[src/rtl/abls_pkg.sv]
package abls_pkg;
  typedef enum logic [1:0] {
    ST_IDLE = 2'd0,
    ST_SKIP = 2'd1,
    ST_AVG  = 2'd2
  } win_state_e;
endpackage

[src/rtl/abls_window.sv]
module abls_window #(
  parameter int DATA_W       = 8,
  parameter int DLY_W        = 16,
  parameter int PIX_SEL_W    = 2,
  parameter int PIX_MIN_LOG2 = 4
) (
  input  logic                 clk,
  input  logic                 rst_n,
  input  logic                 hsync,
  input  logic                 pll_coast,
  input  logic                 coast_meas_en,
  input  logic                 loop_off,
  input  logic [DLY_W-1:0]     skip_cnt,
  input  logic [PIX_SEL_W-1:0] avg_sel,
  input  logic                 px_fire,
  input  logic [DATA_W-1:0]    px_data,
  output logic                 busy,
  output logic                 line_valid,
  output logic [DATA_W-1:0]    line_avg
);
  import abls_pkg::*;

  localparam int MAX_LOG2 = PIX_MIN_LOG2 + (1 << PIX_SEL_W) - 1;
  localparam int SUM_W    = DATA_W + MAX_LOG2;

  win_state_e        st;
  logic              hs_q;
  logic              trail;
  logic              allow;
  logic [DLY_W-1:0]  cnt;
  logic [DLY_W-1:0]  win_last;
  logic [SUM_W-1:0]  sum;
  logic [SUM_W-1:0]  sum_nx;
  logic [31:0]       shift;

  always_comb begin
    trail    = hs_q & ~hsync;
    allow    = ~loop_off & (~pll_coast | coast_meas_en);
    shift    = 32'(PIX_MIN_LOG2) + 32'(avg_sel);
    win_last = DLY_W'((32'd1 << shift) - 32'd1);
    sum_nx   = sum + SUM_W'(px_data);
    busy     = (st != ST_IDLE);
  end

  always_ff @(posedge clk) begin
    if (!rst_n) begin
      st         <= ST_IDLE;
      hs_q       <= 1'b0;
      cnt        <= '0;
      sum        <= '0;
      line_valid <= 1'b0;
      line_avg   <= '0;
    end else begin
      hs_q       <= hsync;
      line_valid <= 1'b0;
      if (loop_off) begin
        st <= ST_IDLE;
      end else if (trail) begin
        cnt <= '0;
        sum <= '0;
        if (!allow)                st <= ST_IDLE;
        else if (skip_cnt == '0)   st <= ST_AVG;
        else                       st <= ST_SKIP;
      end else begin
        case (st)
          ST_SKIP: if (px_fire) begin
            if (cnt == skip_cnt - DLY_W'(1)) begin
              st  <= ST_AVG;
              cnt <= '0;
            end else begin
              cnt <= cnt + DLY_W'(1);
            end
          end
          ST_AVG: if (px_fire) begin
            sum <= sum_nx;
            if (cnt == win_last) begin
              line_avg   <= DATA_W'(sum_nx >> shift);
              line_valid <= 1'b1;
              st         <= ST_IDLE;
            end else begin
              cnt <= cnt + DLY_W'(1);
            end
          end
          default: st <= ST_IDLE;
        endcase
      end
    end
  end
endmodule

[src/rtl/abls_lines.sv]
module abls_lines #(
  parameter int DATA_W     = 8,
  parameter int LINE_SEL_W = 3
) (
  input  logic                  clk,
  input  logic                  rst_n,
  input  logic                  flush,
  input  logic [LINE_SEL_W-1:0] line_sel,
  input  logic                  line_valid,
  input  logic [DATA_W-1:0]     line_avg,
  input  logic [DATA_W-1:0]     target_code,
  output logic                  upd,
  output logic                  upd_up
);
  localparam int LCNT_W = (1 << LINE_SEL_W) - 1;
  localparam int ACC_W  = DATA_W + LCNT_W;

  logic [ACC_W-1:0]  acc;
  logic [ACC_W-1:0]  acc_nx;
  logic [LCNT_W-1:0] lcnt;
  logic [LCNT_W-1:0] lcnt_last;
  logic [DATA_W-1:0] mean;

  always_comb begin
    acc_nx    = acc + ACC_W'(line_avg);
    lcnt_last = LCNT_W'((32'd1 << line_sel) - 32'd1);
    mean      = DATA_W'(acc_nx >> line_sel);
  end

  always_ff @(posedge clk) begin
    if (!rst_n) begin
      acc    <= '0;
      lcnt   <= '0;
      upd    <= 1'b0;
      upd_up <= 1'b0;
    end else begin
      upd <= 1'b0;
      if (flush) begin
        acc  <= '0;
        lcnt <= '0;
      end else if (line_valid) begin
        if (lcnt == lcnt_last) begin
          upd    <= (mean != target_code);
          upd_up <= (mean < target_code);
          acc    <= '0;
          lcnt   <= '0;
        end else begin
          acc  <= acc_nx;
          lcnt <= lcnt + LCNT_W'(1);
        end
      end
    end
  end
endmodule

[src/rtl/abls_servo.sv]
module abls_servo #(
  parameter int DAC_W = 10
) (
  input  logic             clk,
  input  logic             rst_n,
  input  logic             upd,
  input  logic             upd_up,
  output logic [DAC_W-1:0] code
);
  localparam logic [DAC_W-1:0] MID = DAC_W'(1) << (DAC_W - 1);
  localparam logic [DAC_W-1:0] TOP = '1;

  always_ff @(posedge clk) begin
    if (!rst_n) begin
      code <= MID;
    end else if (upd) begin
      if (upd_up && code != TOP)        code <= code + DAC_W'(1);
      else if (!upd_up && code != '0)   code <= code - DAC_W'(1);
    end
  end
endmodule

[src/rtl/abls_offset.sv]
module abls_offset #(
  parameter int DATA_W = 8
) (
  input  logic              bypass,
  input  logic [DATA_W-1:0] in_data,
  input  logic [DATA_W-1:0] user_offset,
  output logic [DATA_W-1:0] out_data
);
  localparam int SW = DATA_W + 2;

  logic signed [SW-1:0] a;
  logic signed [SW-1:0] b;
  logic signed [SW-1:0] s;
  logic signed [SW-1:0] top;

  always_comb begin
    a   = {2'b00, in_data};
    b   = {{2{user_offset[DATA_W-1]}}, user_offset};
    s   = a + b;
    top = {2'b00, {DATA_W{1'b1}}};
    if (bypass)          out_data = in_data;
    else if (s < 0)      out_data = '0;
    else if (s > top)    out_data = '1;
    else                 out_data = s[DATA_W-1:0];
  end
endmodule

[src/rtl/black_level_servo.sv]
module black_level_servo #(
  parameter int DATA_W       = 8,
  parameter int DAC_W        = 10,
  parameter int DLY_BYTE_W   = 8,
  parameter int PIX_SEL_W    = 2,
  parameter int LINE_SEL_W   = 3,
  parameter int PIX_MIN_LOG2 = 4
) (
  input  logic                  clk,
  input  logic                  rst_n,
  input  logic                  in_valid,
  output logic                  in_ready,
  input  logic [DATA_W-1:0]     in_data,
  output logic                  out_valid,
  input  logic                  out_ready,
  output logic [DATA_W-1:0]     out_data,
  input  logic                  hsync,
  input  logic                  pll_coast,
  input  logic                  coast_meas_en,
  input  logic                  loop_off,
  input  logic [DLY_BYTE_W-1:0] delay_hi,
  input  logic [DLY_BYTE_W-1:0] delay_lo,
  input  logic [PIX_SEL_W-1:0]  avg_sel,
  input  logic [LINE_SEL_W-1:0] line_sel,
  input  logic [DATA_W-1:0]     target_code,
  input  logic [DATA_W-1:0]     user_offset,
  input  logic [DAC_W-1:0]      manual_code,
  output logic [DAC_W-1:0]      dac_code
);
  localparam int DLY_W = 2 * DLY_BYTE_W;

  logic              px_fire;
  logic              win_busy;
  logic              line_valid;
  logic [DATA_W-1:0] line_avg;
  logic              upd;
  logic              upd_up;
  logic [DAC_W-1:0]  servo_code;

  assign in_ready  = out_ready;
  assign out_valid = in_valid;
  assign px_fire   = in_valid & out_ready;
  assign dac_code  = loop_off ? manual_code : servo_code;

  abls_window #(
    .DATA_W(DATA_W), .DLY_W(DLY_W),
    .PIX_SEL_W(PIX_SEL_W), .PIX_MIN_LOG2(PIX_MIN_LOG2)
  ) u_win (
    .clk(clk), .rst_n(rst_n), .hsync(hsync), .pll_coast(pll_coast),
    .coast_meas_en(coast_meas_en), .loop_off(loop_off),
    .skip_cnt({delay_hi, delay_lo}), .avg_sel(avg_sel),
    .px_fire(px_fire), .px_data(in_data),
    .busy(win_busy), .line_valid(line_valid), .line_avg(line_avg)
  );

  abls_lines #(.DATA_W(DATA_W), .LINE_SEL_W(LINE_SEL_W)) u_lines (
    .clk(clk), .rst_n(rst_n), .flush(loop_off), .line_sel(line_sel),
    .line_valid(line_valid), .line_avg(line_avg), .target_code(target_code),
    .upd(upd), .upd_up(upd_up)
  );

  abls_servo #(.DAC_W(DAC_W)) u_servo (
    .clk(clk), .rst_n(rst_n), .upd(upd), .upd_up(upd_up), .code(servo_code)
  );

  abls_offset #(.DATA_W(DATA_W)) u_ofs (
    .bypass(loop_off), .in_data(in_data), .user_offset(user_offset),
    .out_data(out_data)
  );
endmodule

[config.mk]
export PLATFORM = sky130hd
export DESIGN_NAME = black_level_servo
export DESIGN_NICKNAME = d
export VERILOG_FILES = /design/src/rtl/abls_pkg.sv /design/src/rtl/abls_window.sv /design/src/rtl/abls_lines.sv /design/src/rtl/abls_servo.sv /design/src/rtl/abls_offset.sv /design/src/rtl/black_level_servo.sv
export SDC_FILE = /design/constraint.sdc
export NUM_CORES = 1
export LEC_CHECK = 0
export BUFFER_PORTS_ARGS = -buffer_cell sky130_fd_sc_hd__clkbuf_2
export CORE_MARGIN = 3
export CORE_UTILIZATION = 60
export CTS_BUF_LIST = sky130_fd_sc_hd__clkbuf_4 sky130_fd_sc_hd__clkbuf_8
export DETAILED_ROUTE_END_ITERATION = 8
export MAX_ROUTING_LAYER = met4
export PLACE_DENSITY = 0.78
export SLEW_MARGIN = 20
export SYNTH_ARGS = -nofsm -noshare
export SYNTH_HDL_FRONTEND = slang
export SYNTH_SLANG_ARGS = --single-unit
[constraint.sdc]
create_clock -name clk -period 10.55 [get_ports clk]
set_input_delay 0.5275 -clock clk [delete_from_list [all_inputs] [get_ports clk]]
set_output_delay 0.5275 -clock clk [all_outputs]
set_load 0.005 [all_outputs]
# After elaboration in Yosys (flattened, before gate mapping)
# Cells that the tools add are included.
dict set report word_totals {
  out_inout_bits 20
  word_cells 98
  register_bits 77
  inputBits 63
}
dict set report classes {
  n_bitwise 13
  add_sub_neg 11
  n_shift 4
  n_reduce_logical 18
  n_eq_ne 12
  muxes 26
  order_cmp 3
}
# operator n
set op_table {}
lappend op_table {{$mux 16} 5}
lappend op_table {{$mux 15} 4}
lappend op_table {{$eq 16x16->1} 2}
lappend op_table {{$pmux 16 s2} 1}
lappend op_table {{$shl 1x32->16 const A} 1}
lappend op_table {{$shr 15x32->8} 1}
lappend op_table {{$sub 16x1->16 const B} 2}
lappend op_table {{$add 15x8->15} 2}
lappend op_table {{$mux 10} 3}
lappend op_table {{$mux 8} 3}
lappend op_table {{$add 16x1->16 const B} 1}
lappend op_table {{$logic_not 16->1} 1}
lappend op_table {{$shr 15x3->8} 1}
lappend op_table {{$mux 2} 7}
lappend op_table {{$add 10x1->10 const B} 1}
lappend op_table {{$add 9x8->10} 1}
lappend op_table {{$gt 10x9->1 const B} 1}
lappend op_table {{$lt 10x1->1 const B} 1}
lappend op_table {{$ne 10x10->1 const B} 1}
lappend op_table {{$reduce_and 5->1} 2}
lappend op_table {{$reduce_bool 10->1} 1}
lappend op_table {{$sub 10x1->10 const B} 1}
lappend op_table {{$ne 3x2->1 const B} 3}
lappend op_table {{$not 1->1} 9}
lappend op_table {{other kinds (25)} 32}

# Longest topological paths before layout
dict set report depth {
  ltp_word 8
  depth_mapped 20
  depth_no_buf 19
}

# Hierarchy
# A second synthesis with hierarchy kept.
dict set report hier_totals {
  hier_cells 978
  area_unflattened_um2 7733.7
}
# mod cells_each instances area_each_um2 seq_area_each_um2
set by_module_without_submodules {}
lappend by_module_without_submodules {abls_window 483 1 3684.8 860.8}
lappend by_module_without_submodules {abls_lines 315 1 2487.4 480.5}
lappend by_module_without_submodules {abls_servo 93 1 807.0 200.2}
lappend by_module_without_submodules {abls_offset 73 1 571.8 0.0}
lappend by_module_without_submodules {black_level_servo 14 1 182.7 0.0}

# Worst setup path before layout
# No wires, ideal clock.
dict set report synth_path {
  kind {register -> register}
  startpoint {register u_win.line_avg[0]}
  endpoint {register u_lines.upd_up}
  period_less_slack_ps 3400
  setup_time_ps 101
  path_stages_with_launch 21
  t_required_ps 10449
  setup_slack_ps 7150
  t_arrival_ps 3299
  path_buffers 1
  path_cell_list {dfxtp_1 > ha_1 > fa_1 > a21o_1 > nand4_1 > and3_1 > clkbuf_1 > nor2_1 > xnor2_1 > o211ai_1 > o21ai_0 > a21oi_1 > ha_1 > nor2b_1 > o21ai_0 > nand2b_1 > a21oi_1 > nor2b_1 > o21ai_0 > a21oi_1 > o41ai_1}
}
dict set report synth_between {
  elab_chain_len 3
}
# element line_no
set synth_rtl {}
lappend synth_rtl {{from (decl)} abls_window.sv:19} ;# output logic [DATA_W-1:0] line_avg
lappend synth_rtl {{from (signal assigned)} abls_window.sv:77} ;# line_avg <= DATA_W'(sum_nx >> shift);
lappend synth_rtl {{$add 15x8->15} abls_lines.sv:25} ;# acc_nx = acc + ACC_W'(line_avg);
lappend synth_rtl {{$shr 15x3->8} abls_lines.sv:27} ;# mean = DATA_W'(acc_nx >> line_sel);
lappend synth_rtl {{$lt 8x8->1} abls_lines.sv:44} ;# upd_up <= (mean < target_code);
lappend synth_rtl {{to (signal assigned)} abls_lines.sv:44}
lappend synth_rtl {{to (decl)} abls_lines.sv:13} ;# output logic upd_up
# Every way passes these cells.
# A chain may end at the register's enable or synchronous reset.

# Worst setup path in the final report
# Same ends and word-level chain as after synthesis.

==> impl_results.md <==
- Avg Vias per Cell: 6.049
- R2r endpoint: u_lines.upd_up$_SDFFE_PN0P_
- Status: finished, final reports clean
- Period Utilization, post-route: 35.69%
- PostCTS Resize Cnt: 0
- Synthesized cell area: 6862 µm²
- Sink Count: 77
- Final TNS setup: 0 ns
- Iteration-0 DRC Markers: 497
- Routed wire per std cell: 14.84 µm
- Dpl ws: 6.794 ns
- Min Tclk post-route: between 3 and 4 ns
- Die Span Y: about 110 µm
- Reg2Reg Depth: 19
- Synth async-reset ratio: 0%
- Clock skew: 0.01524 ns
- Die Width: ~110 µm
- Final non-filler cell area: roughly 7500 µm²
- Final hold violations: 0
- RSZ-0062 raised after global routing: no
- DR vias: approximately 6,700
- Number of global-route vias before repair: ~6,000
- Peak Freq: ~270 MHz
- Dpl cell area: between 7000 and 8000 µm²
- First-pass GRT wire length: roughly 28 mm
- Pwr Total: 0.6620 mW
- Worst min-delay path class: in2reg
- CP cell instances: ha_1 -> fa_1 -> a21o_1 -> nand4_1 -> and3_1 -> nor2_1 -> xnor2_1 -> o211ai_1 -> o21ai_0 -> a21oi_1 -> ha_1 -> nor2b_1 -> o21ai_0 -> nand2b_1 -> a21oi_1 -> nor2b_1 -> o21ai_0 -> a21oi_1 -> o41ai_1
- GRT overflow: 0
- DRC violation count after routing: 0
- Gr busiest metal: met2
- Final Wtd Congestion: slightly below 1
- Initial antenna violation count: 0
- Final Core Density: between 60% and 70%
- Syn_area_per_cell: 7.565 µm²
- Seq cells post-synth: slightly below 80
- GRT Util Overall: 26.24%
- FF/Latch Area: ~1500 µm²
- Worst-path clk slew: 0.09 ns
- DPL Wire Length: between 10 and 15 mm
- CP Capture Type: flop
- Max VDD drop: around 0.00006 V
- Worst path required time: around 11 ns
- Largest net degree at the start of global routing: 33
- Final hold slack: slightly below 0.4 ns
- I/O Buffers: between 80 and 90
- CP endpoint: u_lines.upd_up$_SDFFE_PN0P_
- Number of different library cells in the post-synthesis netlist: between 60 and 70
- FF-to-FF setup slack: about 6.8 ns
- Inserted Clock Buffers: 9
- Area grow syn2layout: 9.263%
- Ys flop type: dfxtp_1
- Worst-margin pin slew: 0.8999 ns
- Mapped Cells: just over 900
- Mapped Nets: just over 1,000
- CTS max path bufs: 2
- CTS tree: built
- Final std cells w/o fill: 1,101
- GR Layer Usage met3: 2.941%
- Critical path's slowest cell: fa_1
- CTS root buffer: clkbuf_8
- Clk_lat worst skew: ~0.37 ns
- Worst setup margin: approximately 6.8 ns
- Initial Util: ~62%
- Cell Rows: 38
- # IOs: 83
- Sequential area share after synthesis: roughly 22%
- GR Util met1: between 30% and 40%
- Slew Viols, Final: 0
- Proportion of layout cells with a drive suffix above 1: a little over an eighth
- Delay of the slowest critical-path stage: roughly 0.41 ns
- Routed Antenna Nets: 0
- CP arrival: 4.03 ns
- Drt pass-1 iters: 5
- Die area: 12,760 µm²
- Final setup vio count: 0
- Ys Warns: 0
- Layout Nets: 1,070
- WL final: ~16 mm
- Power Dens Cells: between 80 and 90 nW/µm²
- Hold-fix buffers at CTS: 0
- Worst Setup SP: u_win.line_avg[0]$_SDFFE_PN0P_
- Core area: 11,030 µm²
- Number of enable flip-flop cells after synthesis: 0
- N_diodes: 0
- Max cap viols: 0
- Total leakage power: between 3 and 4 nW
- GR Util met2: between 40% and 50%
- Critical path type: reg2reg
- Post-CTS Setup Bufs: 0
- Multi-input gate area in the final layout: just under 5000 µm²
- Placed insts: 1,085
- R2r startpoint: u_win.line_avg[0]$_SDFFE_PN0P_
- Max H-tree Level: 3
- Slew HR: approximately 40%
- Fill cell count: about 1,000
- CP max FO: 7
- Worst Setup Start Kind: flop
[report_power, final]
| part | internal [mW] | switching, mW | leakage, nW | total [mW] |
|---|---|---|---|---|
| Combinational | 0.0493 | 0.0644 | 2.30 | 0.114 |
| Clock | 0.136 | 0.121 | 0.114 | 0.257 |
| Sequential | 0.291 | 0.000421 | 0.620 | 0.291 |
| Total | 0.476 | 0.186 | 3.03 | 0.662 |
[metal layers]
| layer | wire length, µm | part of all wire, % |
|---|---|---|
| met1 | 8007 | 49 |
| met2 | 7402 | 45 |
| met3 | 708 | 4.3 |
| met4 | 222 | 1.4 |
| met5 | 0 | 0 |
[logic make-up after synthesis]
kind of cell / after synthesis / share of synthesized area (%)
AO/OA/AOI/OAI: 263 / 25.11
flip-flops: 77 / 22.47
XOR/XNOR: 66 / 8.424
adder cells (fa/ha/maj): 51 / 9.737
multiplexers: 39 / 5.908
AND/OR/NAND/NOR: 324 / 23.25
buffers and inverters: 87 / 5.106
[registers in the layout, summed over array words and instances, names as in the netlist, 2 cells and up]
register        count
u_win.st            2
u_servo.code       10
u_win.cnt          16
u_win.sum          15
u_lines.acc        15
u_lines.lcnt        7
u_win.line_avg      8
[final cells by class]
| class | count | share of cell area (%) |
|---|---|---|
| Multi-Input combinational cell | 743 | 66.36 |
| Sequential cell | 77 | 20.56 |
| Clock inverter | 6 | 1.168 |
| Timing Repair Buffer | 86 | 5.874 |
| Clock buffer | 10 | 1.752 |
| Tap cell | 140 | 2.336 |
| Inverter | 39 | 1.953 |
[worst min path at each step]
stage	startpoint	depth (start not counted)	to	slack, ns
after CTS	hsync	2	u_win.hs_q$_SDFF_PN0_	0.38
after floorplan	u_lines.acc[7]$_SDFFE_PP0P_	2	u_lines.acc[7]$_SDFFE_PP0P_	0.45
after detailed placement	u_lines.acc[5]$_SDFFE_PP0P_	2	u_lines.acc[5]$_SDFFE_PP0P_	0.47
after global routing	hsync	2	u_win.hs_q$_SDFF_PN0_	0.41
after global placement	u_lines.acc[3]$_SDFFE_PP0P_	2	u_lines.acc[3]$_SDFFE_PP0P_	0.46
final	hsync	2	u_win.hs_q$_SDFF_PN0_	0.39
[synthesized netlist by cell type, types with 7 or more instances]
cell type	instances	area (µm²)
nand2_1	60	225.2
nand4_1	11	68.82
or3_1	8	50.05
a31oi_1	11	68.82
nor2_1	102	382.9
nor4_1	8	50.05
and3_1	10	62.56
mux2i_1	27	270.3
or2_2	7	43.79
nand2b_1	18	112.6
nor3_1	19	95.09
a21o_1	17	127.6
nor2b_1	16	100.1
inv_1	36	135.1
clkbuf_1	38	142.6
nand3_1	36	180.2
xnor2_1	42	367.9
a22oi_1	12	90.09
dfxtp_1	77	1541
mux2_2	12	135.1
xor2_1	24	210.2
a22o_1	16	140.1
a21oi_1	81	405.4
a211oi_1	11	82.58
o21ai_0	56	280.3
o22ai_1	7	43.79
ha_1	47	588.1
[worst max-delay path, delay by kind of cell (launching register included)]
| family | cells | cell delay [ns] |
|---|---|---|
| flops | 1 | 0.32 |
| fa+ha+maj | 3 | 0.91 |
| simple gates | 6 | 0.78 |
| compound gates | 9 | 1.49 |
| xor+xnor | 1 | 0.17 |
[placed cells by master (no fill, tap or decap), types with 36 or more instances in the layout]
cell type  synthesis  layout
a21oi_1           81      81
clkbuf_2           0      82
dfxtp_1           77      77
ha_1              47      47
inv_1             36      36
nand2_1           60      60
nand3_1           36      36
nor2_1           102     102
o21ai_0           56      56
xnor2_1           42      42
(Power assumes the default switching activity.)
